## src/rtl/busSteerPkg.sv

```systemverilog
package busSteerPkg;

  // Stored extension configuration; field order fixes the bit positions
  // (routeRtc is bit 5, modeAux bit 0) used when loading from the data bus.
  typedef struct packed {
    logic routeRtc;
    logic tmrEn;
    logic blank;
    logic extColor;
    logic hiRes;
    logic modeAux;
  } extCfg_t;

  localparam int CFG_W = $bits(extCfg_t);

  // Strobes handed from control to datapath.
  typedef struct packed {
    logic rtcAs;
    logic rtcDs;
    logic rtcRead;
    logic tmrWr;
  } steerStrobe_t;

  // Clock cycle codes carried on the three control bits.
  localparam logic [2:0] RTC_CODE_ADDR = 3'd2;
  localparam logic [2:0] RTC_CODE_WR   = 3'd4;
  localparam logic [2:0] RTC_CODE_RD   = 3'd5;

endpackage

```

## src/rtl/steerCtrl.sv

```systemverilog
module steerCtrl
  import busSteerPkg::*;
#(
  parameter int ADDR_W      = 16,
  parameter int DATA_W      = 8,
  parameter int ZERO_BIT_A  = 10,
  parameter int ZERO_BIT_B  = 8,
  parameter int ONE_BIT     = 7,
  parameter bit REG_STROBES = 1'b1
) (
  input  logic              clk,
  input  logic              rstN,
  input  logic [ADDR_W-1:0] ioAddr,
  input  logic [DATA_W-1:0] ioData,
  input  logic              ioWr,
  input  logic [2:0]        ctlBits,
  output extCfg_t           cfgQ,
  output steerStrobe_t      strobe
);

  logic extHit;
  logic asNext;
  logic dsNext;
  logic rdNext;
  logic unusedIo;

  // Partial address decode for the extension register
  assign extHit = ioWr && !ioAddr[ZERO_BIT_A] && !ioAddr[ZERO_BIT_B] && ioAddr[ONE_BIT];

  // Upper data bits and the undecoded address bits carry no meaning here
  assign unusedIo = ^{ioAddr, ioData};

  always_ff @(posedge clk or negedge rstN) begin
    if (!rstN) begin
      cfgQ <= '0;
    end else if (extHit) begin
      cfgQ <= extCfg_t'(ioData[CFG_W-1:0]);
    end
  end

  // Decode of the software-driven clock cycle code
  always_comb begin
    asNext = 1'b0;
    dsNext = 1'b0;
    rdNext = 1'b0;
    if (cfgQ.routeRtc) begin
      unique case (ctlBits)
        RTC_CODE_ADDR: asNext = 1'b1;
        RTC_CODE_WR:   dsNext = 1'b1;
        RTC_CODE_RD: begin
          dsNext = 1'b1;
          rdNext = 1'b1;
        end
        default: ;
      endcase
    end
  end

  generate
    if (REG_STROBES) begin : gRegStrobe
      always_ff @(posedge clk or negedge rstN) begin
        if (!rstN) begin
          strobe.rtcAs   <= 1'b0;
          strobe.rtcDs   <= 1'b0;
          strobe.rtcRead <= 1'b0;
        end else begin
          strobe.rtcAs   <= asNext;
          strobe.rtcDs   <= dsNext;
          strobe.rtcRead <= rdNext;
        end
      end
    end else begin : gCombStrobe
      assign strobe.rtcAs   = asNext;
      assign strobe.rtcDs   = dsNext;
      assign strobe.rtcRead = rdNext;
    end
  endgenerate

  // Timer shadows every I/O write while enabled
  assign strobe.tmrWr = ioWr && cfgQ.tmrEn;

endmodule

```

## src/rtl/steerDatapath.sv

```systemverilog
module steerDatapath
  import busSteerPkg::*;
#(
  parameter int DATA_W = 8,
  parameter int SCTL_W = 2,
  parameter int TSEL_W = 2
) (
  input  extCfg_t           cfgQ,
  input  steerStrobe_t      strobe,
  input  logic [TSEL_W-1:0] tmrSel,
  input  logic [DATA_W-1:0] portAOut,
  output logic [DATA_W-1:0] portAIn,
  input  logic [SCTL_W-1:0] soundCtlIn,
  output logic [SCTL_W-1:0] soundCtlOut,
  output logic [DATA_W-1:0] soundDataOut,
  input  logic [DATA_W-1:0] soundDataIn,
  output logic              rtcAs,
  output logic              rtcDs,
  output logic              rtcRead,
  output logic [DATA_W-1:0] rtcBusOut,
  output logic              rtcBusDrive,
  input  logic [DATA_W-1:0] rtcDataIn,
  output logic              tmrWr,
  output logic [TSEL_W-1:0] tmrAddr,
  output logic [DATA_W-1:0] tmrData,
  output logic              videoBlank,
  output logic              extColor,
  output logic              hiResX,
  output logic              modeAux
);

  localparam logic [DATA_W-1:0] IDLE_BYTE = '1;

  logic unusedCfg;
  assign unusedCfg = cfgQ.tmrEn;

  // Sound control lines are parked while the clock owns the port
  for (genvar i = 0; i < SCTL_W; i++) begin : gSndGate
    assign soundCtlOut[i] = soundCtlIn[i] & ~cfgQ.routeRtc;
  end

  // Return path into the parallel port
  always_comb begin
    if (strobe.rtcRead) begin
      portAIn = rtcDataIn;
    end else if (!cfgQ.routeRtc) begin
      portAIn = soundDataIn;
    end else begin
      portAIn = IDLE_BYTE;
    end
  end

  assign soundDataOut = portAOut;
  assign rtcBusOut    = portAOut;
  assign rtcBusDrive  = cfgQ.routeRtc & ~strobe.rtcRead;
  assign rtcAs        = strobe.rtcAs;
  assign rtcDs        = strobe.rtcDs;
  assign rtcRead      = strobe.rtcRead;

  assign tmrWr   = strobe.tmrWr;
  assign tmrAddr = tmrSel;
  assign tmrData = portAOut;

  assign videoBlank = cfgQ.blank;
  assign extColor   = cfgQ.extColor;
  assign hiResX     = cfgQ.hiRes;
  assign modeAux    = cfgQ.modeAux;

endmodule

```

## src/rtl/busSteer.sv

```systemverilog
module busSteer
  import busSteerPkg::*;
#(
  parameter int ADDR_W = 16,
  parameter int DATA_W = 8
) (
  input  logic              clk,
  input  logic              rstN,
  input  logic [ADDR_W-1:0] ioAddr,
  input  logic [DATA_W-1:0] ioData,
  input  logic              ioWr,
  input  logic [DATA_W-1:0] portAOut,
  output logic [DATA_W-1:0] portAIn,
  input  logic [2:0]        ctlBits,
  input  logic [1:0]        soundCtlIn,
  output logic [1:0]        soundCtlOut,
  output logic [DATA_W-1:0] soundDataOut,
  input  logic [DATA_W-1:0] soundDataIn,
  output logic              rtcAs,
  output logic              rtcDs,
  output logic              rtcRead,
  output logic [DATA_W-1:0] rtcBusOut,
  output logic              rtcBusDrive,
  input  logic [DATA_W-1:0] rtcDataIn,
  output logic              tmrWr,
  output logic [1:0]        tmrAddr,
  output logic [DATA_W-1:0] tmrData,
  output logic              videoBlank,
  output logic              extColor,
  output logic              hiResX,
  output logic              modeAux
);

  extCfg_t      cfgQ;
  steerStrobe_t strobe;

  steerCtrl #(
    .ADDR_W(ADDR_W),
    .DATA_W(DATA_W)
  ) uCtrl (
    .clk    (clk),
    .rstN   (rstN),
    .ioAddr (ioAddr),
    .ioData (ioData),
    .ioWr   (ioWr),
    .ctlBits(ctlBits),
    .cfgQ   (cfgQ),
    .strobe (strobe)
  );

  steerDatapath #(
    .DATA_W(DATA_W),
    .SCTL_W(2),
    .TSEL_W(2)
  ) uPath (
    .cfgQ        (cfgQ),
    .strobe      (strobe),
    .tmrSel      (ioAddr[1:0]),
    .portAOut    (portAOut),
    .portAIn     (portAIn),
    .soundCtlIn  (soundCtlIn),
    .soundCtlOut (soundCtlOut),
    .soundDataOut(soundDataOut),
    .soundDataIn (soundDataIn),
    .rtcAs       (rtcAs),
    .rtcDs       (rtcDs),
    .rtcRead     (rtcRead),
    .rtcBusOut   (rtcBusOut),
    .rtcBusDrive (rtcBusDrive),
    .rtcDataIn   (rtcDataIn),
    .tmrWr       (tmrWr),
    .tmrAddr     (tmrAddr),
    .tmrData     (tmrData),
    .videoBlank  (videoBlank),
    .extColor    (extColor),
    .hiResX      (hiResX),
    .modeAux     (modeAux)
  );

endmodule

```

## config.mk

```make
export PLATFORM = sky130hd
export DESIGN_NAME = busSteer
export DESIGN_NICKNAME = d
export VERILOG_FILES = /design/src/rtl/busSteerPkg.sv /design/src/rtl/steerCtrl.sv /design/src/rtl/steerDatapath.sv /design/src/rtl/busSteer.sv
export SDC_FILE = /design/constraint.sdc
export NUM_CORES = 1
export LEC_CHECK = 0
export ABC_AREA = 1
export CORE_MARGIN = 2
export CORE_UTILIZATION = 28
export CTS_CLUSTER_DIAMETER = 80
export DETAILED_ROUTE_END_ITERATION = 8
export GPL_ROUTABILITY_DRIVEN = 0
export HOLD_SLACK_MARGIN = 0.03
export PLACE_DENSITY = 0.87
export SYNTH_ARGS = -nofsm -noshare
export SYNTH_HDL_FRONTEND = slang
export SYNTH_HIERARCHICAL = 1
export SYNTH_SLANG_ARGS = --single-unit
```

## constraint.sdc

```tcl
create_clock -name clk -period 2.3 [get_ports clk]
set_input_delay 0.46 -clock clk [delete_from_list [all_inputs] [get_ports clk]]
set_output_delay 0.46 -clock clk [all_outputs]
set_load 0.01 [all_outputs]
```

* Yosys cells after proc, flatten, opt, wreduce, memory -nomap -nowiden
Index checks and enable logic that the tools add are counted.
Widths: inputs -> output; s select.
** Storage, ports and cells
- Register bits :: 9
- Memories :: 0
- Output and inout bits :: 45
- Bits in latches :: 0
- Word-level logic and storage cells :: 32
- RAM bits :: 0
- Bits in read-only memories :: 0
- Bits of input ports :: 56
** Operators by class
- Shift operators :: 0
- Divide/modulo/power cells :: 0
- Equality and inequality tests :: 3
- Multipliers :: 0
- Multiplexer cells :: 8
- Magnitude comparators :: 0
- Reductions and logical operators :: 7
- Bitwise logic cells :: 5
- $add $sub $neg :: 0
** Operators with widths (count)
- $mux 8 :: 2
- $eq 3x3->1 const B :: 2
- $mux 1 :: 6
- $logic_and 1x1->1 :: 4
- $and 1x1->1 :: 3
- $eq 3x2->1 const B :: 1
- $logic_not 1->1 :: 2
- $not 1->1 :: 2
- $reduce_or 2->1 :: 1

* Logic depth before layout (Yosys ltp)
Gate-level depths: netlist of run 1.
- Depth after elaboration :: 4
- Depth in mapped cells :: 5
- Mapped depth without buffers :: 5

* Modules after synthesis
The synthesis of run 1 kept the hierarchy.
** Modules (own cells, without submodules)
- steerDatapath :: cells an instance 67, area each 441.7 µm², times used 1, seq. area each 0.0 µm²
- steerCtrl :: cells an instance 38, area each 361.6 µm², times used 1, seq. area each 225.2 µm²

* Worst setup path after synthesis of run 1
OpenSTA, ideal clock, no wires.
- Kind :: reg-to-output
- Start point :: register, netlist name uCtrl/cfgQ[5]
- End point :: output portAIn[0]
- Data arrival time :: 0.775 ns
- Buffers on the path :: 1
- Stages on the path, launching flop included :: 4
- Slack :: 1.065 ns
- Required time :: 1.840 ns
- Cell sequence :: dfrtp_1 -> buf_6 -> o21ai_2 -> nand2_1
** On the way
- Word-level cells in the longest chain between the ends :: 2
** RTL lines
- $mux 8 :: line steerDatapath.sv:46 : end else if (!cfgQ.routeRtc) begin
- $mux 8 :: line steerDatapath.sv:44 : if (strobe.rtcRead) begin
- end, declared :: line busSteer.sv:13 : output logic [DATA_W-1:0] portAIn,
Every way passes these cells.

* Worst setup path after layout of run 1
- Start point :: register, netlist name uCtrl/cfgQ[5]
- End point :: output portAIn[4]
** On the way
- Word-level cells in the longest chain between the ends :: 2
** RTL lines (line)
- $mux 8 :: steerDatapath.sv:46
- $mux 8 :: steerDatapath.sv:44
Every way passes these cells.

==> flow_summary.ini, run 1 <==
[layout]
drive_above_1_share = 0.1440
nets = 182
antennaDiodeCount = 0
final_cell_mix = clkdlybuf4s50_1, nand2_1, dfrtp_1
final_common_cell = clkdlybuf4s50_1
nFillCells = 267
syn_to_final_growth_pct = 38.01

[floorplanning]
die_h_um = 57.56
io_pins = 101
die-area_um2 = 3313
row_count = 19
core_area_um2 = 2734
die_w_um = 57.56
initial_core_util = 0.2938

[clocking]
cts_tree = done
post_cts_resized = 0
clock_path_buffers = 2
htreeDepth = 1
cts_inserted_buffers = 3
post_cts_buffers = 0
ctsHoldBuffers = 0
clkLatencyLatePin_ns = 0.24
clk_pin_slew_ns = 0.06
clock-root-buffer = clkbuf_4
cts.sinks = 9

[sta]
min_period_ns = 2.085
setup_viol_count_final = 0
rsz0062_at_grt = false
hold_violations = 0
final.setup.worst_slack_ns = 0.2154
skew_ns = 0.0001932
fin_setup_tns_ns = 0
max_freq_mhz = 479.7
relSlewSlack = 0.6496
tightest_slew_ns = 0.5256
drv_slew = 0
holdWs_ns = 0.4697
period_share = 0.9064

[global_routing]
use_met2 = 0.1867
grt_pass1_wl_mm = 2.766
use_met3 = 0.02268
grt_overflow = 0
grt_max_degree = 13
top_usage_layer = met2
grt_pass1_vias = 673
antenna_found_initial = 0
grtUsageMet1 = 0.1194
grt.total_usage = 0.1055

[detailed_routing]
drtIter0Drc = 26
first_pass_iters = 3
via_per_inst = 4.179
wl_per_cell_um = 10.49
routed_wl_mm = 1.637
drc = 0
ant_nets = 0
num_vias = 652

[setup_path]
worstPathRequired_ns = 1.84
critPathMaxFanout = 12
end_kind = primary output
cp.arrival_ns = 1.62
cp-start-kind = flip-flop
path_class = reg -> out

[outcome]
status = complete, no violations

[placed_design]
dp_slack_ns = 0.2333
port_buffers = 51
hpwl_mm = 1.444

[pwr]
power_leakage_nw = 0.4992
ir_drop_uv = 236.1
powerDensity_nw_per_um2 = 510.3

[synth]
ys_seq_area_frac = 0.2804
synth_area_leaders = buf_4, dfrtp_1, nand2_1, o21ai_2, nand3_1
ys_warn_count = 6
avgSynthCellArea_um2 = 7.650
synth.largest_area_cell = buf_4
syn_inst = 105
ys_types = 15
synth-seq-cells = 9
synth_fp_nets = 161
syn-cell-area_um2 = 803.3
synth_top_area_share = 0.3178

[flow_run]
drv_cap = 0

[min_path]
hp-class = reg -> reg
final timing paths:
path,from,cells after the start,endpoint,slack [ns]
setup reg to reg,uCtrl/cfgQ[5],3,uCtrl/strobe[1],1.07
max in group asynchronous,rstN,1,uCtrl/strobe[2],1.54
setup / recovery,uCtrl/cfgQ[5],3,portAIn[4],0.22
min in group asynchronous,rstN,1,uCtrl/cfgQ[2],0.49
hold / removal,uCtrl/cfgQ[0],2,uCtrl/cfgQ[0],0.47
hold reg to reg,uCtrl/cfgQ[0],2,uCtrl/cfgQ[0],0.47
metrics by stage:
stage                     cells  cell area (µm²)    util  total power, mW
after floorplan             105            803.3       -           0.3721
after global placement      152             1082  0.3959           0.4562
after detailed placement    152             1082  0.3959           0.4624
after CTS                   156             1109  0.4055           0.5749
after global routing        156             1109  0.4055           0.6098
final                       156             1109  0.4055           0.5657
per-layer routing:
metal  wire length (µm)  vias to the layer above
met5                  0                        -
met4                 19                        0
met3                 98                        2
met2                961                       19
met1                558                      290
li1                   -                      341
layout make-up:
type / count / area (µm²) / area share
Clock buffer: 4 / 26.28 / 0.02370
Inverter: 6 / 27.53 / 0.02483
Multi-Input combinational cell: 54 / 272.8 / 0.2461
Sequential cell: 9 / 225.2 / 0.2032
Tap cell: 31 / 38.79 / 0.03499
Timing Repair Buffer: 52 / 518.0 / 0.4673
sequential cells by signal, summed over array words and instances, names as in the netlist:
register / count
uCtrl/strobe: 3
uCtrl/cfgQ: 6
synth_stat cells:
cell type	number
nand2_4	1
nand3_1	6
inv_2	2
inv_1	3
buf_6	2
nand2_1	32
o21ai_2	8
nor2_2	1
inv_6	1
nor2_1	3
nor3_1	1
nor2_4	1
nor3b_1	1
dfrtp_1	9
buf_4	34
worst max-delay path: stages (launching register included):
cell	delay, ns
dfrtp_1	0.66
o21ai_2	0.11
nand2_1	0.07
clkdlybuf4s50_1	0.53
power breakdown:
group | leakage, nW | internal (mW) | switching [mW]
clock | 0.0150 | 0.0661 | 0.0437
sequential | 0.117 | 0.180 | 0.0274
combinational | 0.367 | 0.157 | 0.0908
logic make-up (layout without fill, tap and decap cells):
family,after synthesis,after routing,share of synthesized area
simple gates,46,46,0.2523
buf+inv,42,62,0.3801
flops,9,9,0.2804
compound gates,8,8,0.08723
Power figures use the tool's default switching activity.
==> run 2, diff against run 1 <==
==> constraint.sdc (replaced) <==
create_clock -name clk -period 2.57 [get_ports clk]
set_input_delay 0.514 -clock clk [delete_from_list [all_inputs] [get_ports clk]]
set_output_delay 0.514 -clock clk [all_outputs]
set_load 0.01 [all_outputs]
==> flow_summary.ini, run 2 (synthesis results as in run 1) <==
[outcome]
status = complete, no violations

[placed_design]
port_buffers = 51
dp.cells = 151
postPlaceCellArea_um2 = 1075
hpwl_mm = 1.480

[sta]
hold_violations = 0
period_share = 0.8847
max_freq_mhz = 439.8
drv_slew = 0
skew_ns = 0.0001701
setup_viol_count_final = 0
relSlewSlack = 0.5754
tightest_slew_ns = 0.6369
fin_setup_tns_ns = 0
holdWs_ns = 0.4714
min_period_ns = 2.274
rsz0062_at_grt = false

[global_routing]
grt_overflow = 0
antenna_found_initial = 0
grt_pass1_wl_mm = 2.829
grt_max_degree = 15
grt_pass1_vias = 669
grt.total_usage = 0.1082

[floorplanning]
io_pins = 101
die-area_um2 = 3313
core_area_um2 = 2734
initial_core_util = 0.2938
die_h_um = 57.56
row_count = 19
die_w_um = 57.56

[detailed_routing]
drc = 0
first_pass_iters = 4
via_per_inst = 4.090
drtIter0Drc = 23
ant_nets = 0
routed_wl_mm = 1.805
wl_per_cell_um = 11.65
num_vias = 634

[clocking]
cts_tree = done
ctsHoldBuffers = 0
clk_pin_slew_ns = 0.06
clkLatencyLatePin_ns = 0.25
clock-root-buffer = clkbuf_4
post_cts_resized = 0
clock_path_buffers = 2
post_cts_buffers = 0
htreeDepth = 1
cts_inserted_buffers = 3
cts.sinks = 9

[setup_path]
cp_slowest_cell = dfrtp_1
end_kind = primary output
critical_path.top_delay_family = flip-flops
path_class = reg -> out
path_buf_inv = 1
cp.arrival_ns = 1.76
crit_chain = o21ai_2 -> nand2_1 -> clkdlybuf4s50_1
cp-start-kind = flip-flop
worstPathRequired_ns = 2.06
critPathMaxFanout = 14
slowest_delay_ns = 0.75

[layout]
final_cell_mix = clkdlybuf4s50_1, nand2_1, dfrtp_1
largest_register = uCtrl/cfgQ
largest_register_ffs = 6
antennaDiodeCount = 0
nFillCells = 274
top_regs = uCtrl/cfgQ (6), uCtrl/strobe (3)
fin_cells = 155
finish.instance_area_um2 = 1101
syn_to_final_growth_pct = 37.07
drive_above_1_share = 0.1371
nets = 181
final_common_cell = clkdlybuf4s50_1

[pwr]
power_uw = 512.3
power_leakage_nw = 0.4941
powerDensity_nw_per_um2 = 465.3
ir_drop_uv = 201.4

[min_path]
hp-class = reg -> reg

[flow_run]
drv_cap = 0
[run 2: layer usage]
layer | GRT usage | part of all wire
met5 | 0 | 0
met1 | 0.1064 | 0.34
met4 | 0.05648 | 0
met2 | 0.2029 | 0.59
met3 | 0.02948 | 0.071
[run 2: cell type report]
type,instances,area [µm²],area share
Multi-Input combinational cell,54,272.8,0.2477
Timing Repair Buffer,51,510.5,0.4636
Clock buffer,4,26.28,0.02386
Tap cell,31,38.79,0.03523
Inverter,6,27.53,0.02500
Sequential cell,9,225.2,0.2045
[run 2: power breakdown]
group | leakage (nW) | switching [mW] | internal, mW | total, mW
Combinational | 0.362 | 0.0804 | 0.137 | 0.218
Sequential | 0.117 | 0.0279 | 0.161 | 0.189
Clock | 0.0150 | 0.0459 | 0.0596 | 0.105
Total | 0.494 | 0.154 | 0.358 | 0.512
[run 2: per-stage QoR]
stage | util | setup WS, ns
after floorplan | - | 1.281
after global placement | 0.3931 | 0.4149
after detailed placement | 0.3931 | 0.3838
after CTS | 0.4027 | 0.2705
after global routing | 0.4027 | 0.1975
final | 0.4027 | 0.2963
[run 2: worst paths after layout]
check	end	cells past startpoint	from	slack, ns
setup / recovery	portAIn[4]	3	uCtrl/cfgQ[5]	0.30
hold / removal	uCtrl/cfgQ[0]	2	uCtrl/cfgQ[0]	0.47
setup reg to reg	uCtrl/strobe[1]	2	uCtrl/cfgQ[5]	1.38
hold reg to reg	uCtrl/cfgQ[0]	2	uCtrl/cfgQ[0]	0.47
max in group asynchronous	uCtrl/cfgQ[3]	1	rstN	1.74
min in group asynchronous	uCtrl/cfgQ[2]	1	rstN	0.55
[run 2: worst reg2reg max path: stages (launching register included)]
cell     delay [ns]
dfrtp_1        0.75
nand2_1        0.15
nor3b_1        0.21
==> run 3, diff against run 2 <==
--- a/config.mk
+++ b/config.mk
@@ -6,7 +6,6 @@
 export NUM_CORES = 1
 export LEC_CHECK = 0
 export ABC_AREA = 1
-export CORE_MARGIN = 2
 export CORE_UTILIZATION = 28
 export CTS_CLUSTER_DIAMETER = 80
 export DETAILED_ROUTE_END_ITERATION = 8
@@ -17,3 +16,4 @@
 export SYNTH_HDL_FRONTEND = slang
 export SYNTH_HIERARCHICAL = 1
 export SYNTH_SLANG_ARGS = --single-unit
+export TNS_END_PERCENT = 5
==> flow_summary.ini, run 3 (synthesis results as in run 1) <==
[outcome]
status = complete, no violations

[clocking]
clkLatencyLatePin_ns = 0.26
cts_inserted_buffers = 3
ctsHoldBuffers = 0
clock-root-buffer = clkbuf_4
post_cts_resized = 0
clk_pin_slew_ns = 0.06
htreeDepth = 1
post_cts_buffers = 0
clock_path_buffers = 2
cts.sinks = 9
cts_tree = done

[placed_design]
postPlaceCellArea_um2 = 1075
port_buffers = 51
hpwl_mm = 1.463
dp_slack_ns = 0.3872

[pwr]
power_uw = 515.1
ir_drop_uv = 184.3
powerDensity_nw_per_um2 = 467.8
power_leakage_nw = 0.4941

[layout]
final_cell_mix = clkdlybuf4s50_1, nand2_1, dfrtp_1
largest_register = uCtrl/cfgQ
nets = 181
final_common_cell = clkdlybuf4s50_1
finish.instance_area_um2 = 1101
antennaDiodeCount = 0
syn_to_final_growth_pct = 37.07
largest_register_ffs = 6
top_regs = uCtrl/cfgQ (6), uCtrl/strobe (3)
drive_above_1_share = 0.1371

[sta]
tightest_slew_ns = 0.6205
period_share = 0.8758
final.setup.worst_slack_ns = 0.3192
setup_viol_count_final = 0
relSlewSlack = 0.5863
rsz0062_at_grt = false
fin_setup_tns_ns = 0
min_period_ns = 2.251
skew_ns = 0.005373
max_freq_mhz = 444.3
drv_slew = 0
hold_violations = 0
holdWs_ns = 0.4699

[setup_path]
cp-start-kind = flip-flop
cp.arrival_ns = 1.74
cp_slowest_cell = dfrtp_1
crit_chain = o21ai_2 -> nand2_1 -> clkdlybuf4s50_1
critPathMaxFanout = 14
slowest_delay_ns = 0.74
end_kind = primary output
path_class = reg -> out
worstPathRequired_ns = 2.06

[detailed_routing]
drc = 0
wl_per_cell_um = 11.05
via_per_inst = 4.161
num_vias = 645
drtIter0Drc = 30
ant_nets = 0
routed_wl_mm = 1.712
first_pass_iters = 4

[floorplanning]
initial_core_util = 0.2938
die_h_um = 55.56
io_pins = 101
row_count = 19
core_area_um2 = 2734
die-area_um2 = 3087
die_w_um = 55.56

[global_routing]
grt_pass1_wl_mm = 2.766
grt_pass1_vias = 646
grt_overflow = 0
antenna_found_initial = 0
grt_max_degree = 15
grt.total_usage = 0.1137

[min_path]
hp-class = reg -> reg

[flow_run]
drv_cap = 0
-- run 3: cell counts in the layout (fill, tap and decap cells not counted) --
Identical to the previous run, type by type.
-- run 3: critical path: cells and delay by family, from the launching register on --
kind,cells,cell delay [ns]
AOI/OAI and AO/OA,1,0.11
buffers and inverters,1,0.54
and+or+nand+nor,1,0.08
DFF,1,0.74
-- run 3: worst paths after layout --
path                                         to  depth (start not counted)  slack, ns           from
worst max-delay path                 portAIn[6]                          3       0.32  uCtrl/cfgQ[5]
worst min-delay path              uCtrl/cfgQ[1]                          2       0.47  uCtrl/cfgQ[1]
worst max register to register  uCtrl/strobe[1]                          2       1.37  uCtrl/cfgQ[5]
worst min register to register    uCtrl/cfgQ[1]                          2       0.47  uCtrl/cfgQ[1]
max in group asynchronous         uCtrl/cfgQ[3]                          1       1.76           rstN
min in group asynchronous         uCtrl/cfgQ[2]                          1       0.53           rstN
-- run 3: report_power, final --
| group | switching, mW | leakage [nW] | internal, mW |
|---|---|---|---|
| sequential | 0.0276 | 0.117 | 0.161 |
| clock | 0.0488 | 0.0150 | 0.0598 |
| combinational | 0.0802 | 0.362 | 0.137 |
| total | 0.157 | 0.494 | 0.358 |
-- run 3: layout make-up --
type	count	area (µm²)
timing repair buffer	51	510.5
sequential	9	225.2
multi-input combinational	54	272.8
tap	31	38.79
fill	278	1633
clock buffer	4	26.28
inverter	6	27.53
-- run 3: routing by layer --
| layer | track usage | up-vias | wire (µm) |
|---|---|---|---|
| li1 | - | 333 | - |
| met1 | 0.1195 | 287 | 621 |
| met2 | 0.1962 | 23 | 940 |
| met3 | 0.03747 | 2 | 133 |
| met4 | 0.06786 | 0 | 17 |
| met5 | 0 | - | 0 |
-- run 3: through the flow --
stage | utilization | cells
after floorplan | - | 105
after global placement | 0.3931 | 151
after detailed placement | 0.3931 | 151
after CTS | 0.4027 | 155
after global routing | 0.4027 | 155
final | 0.4027 | 155
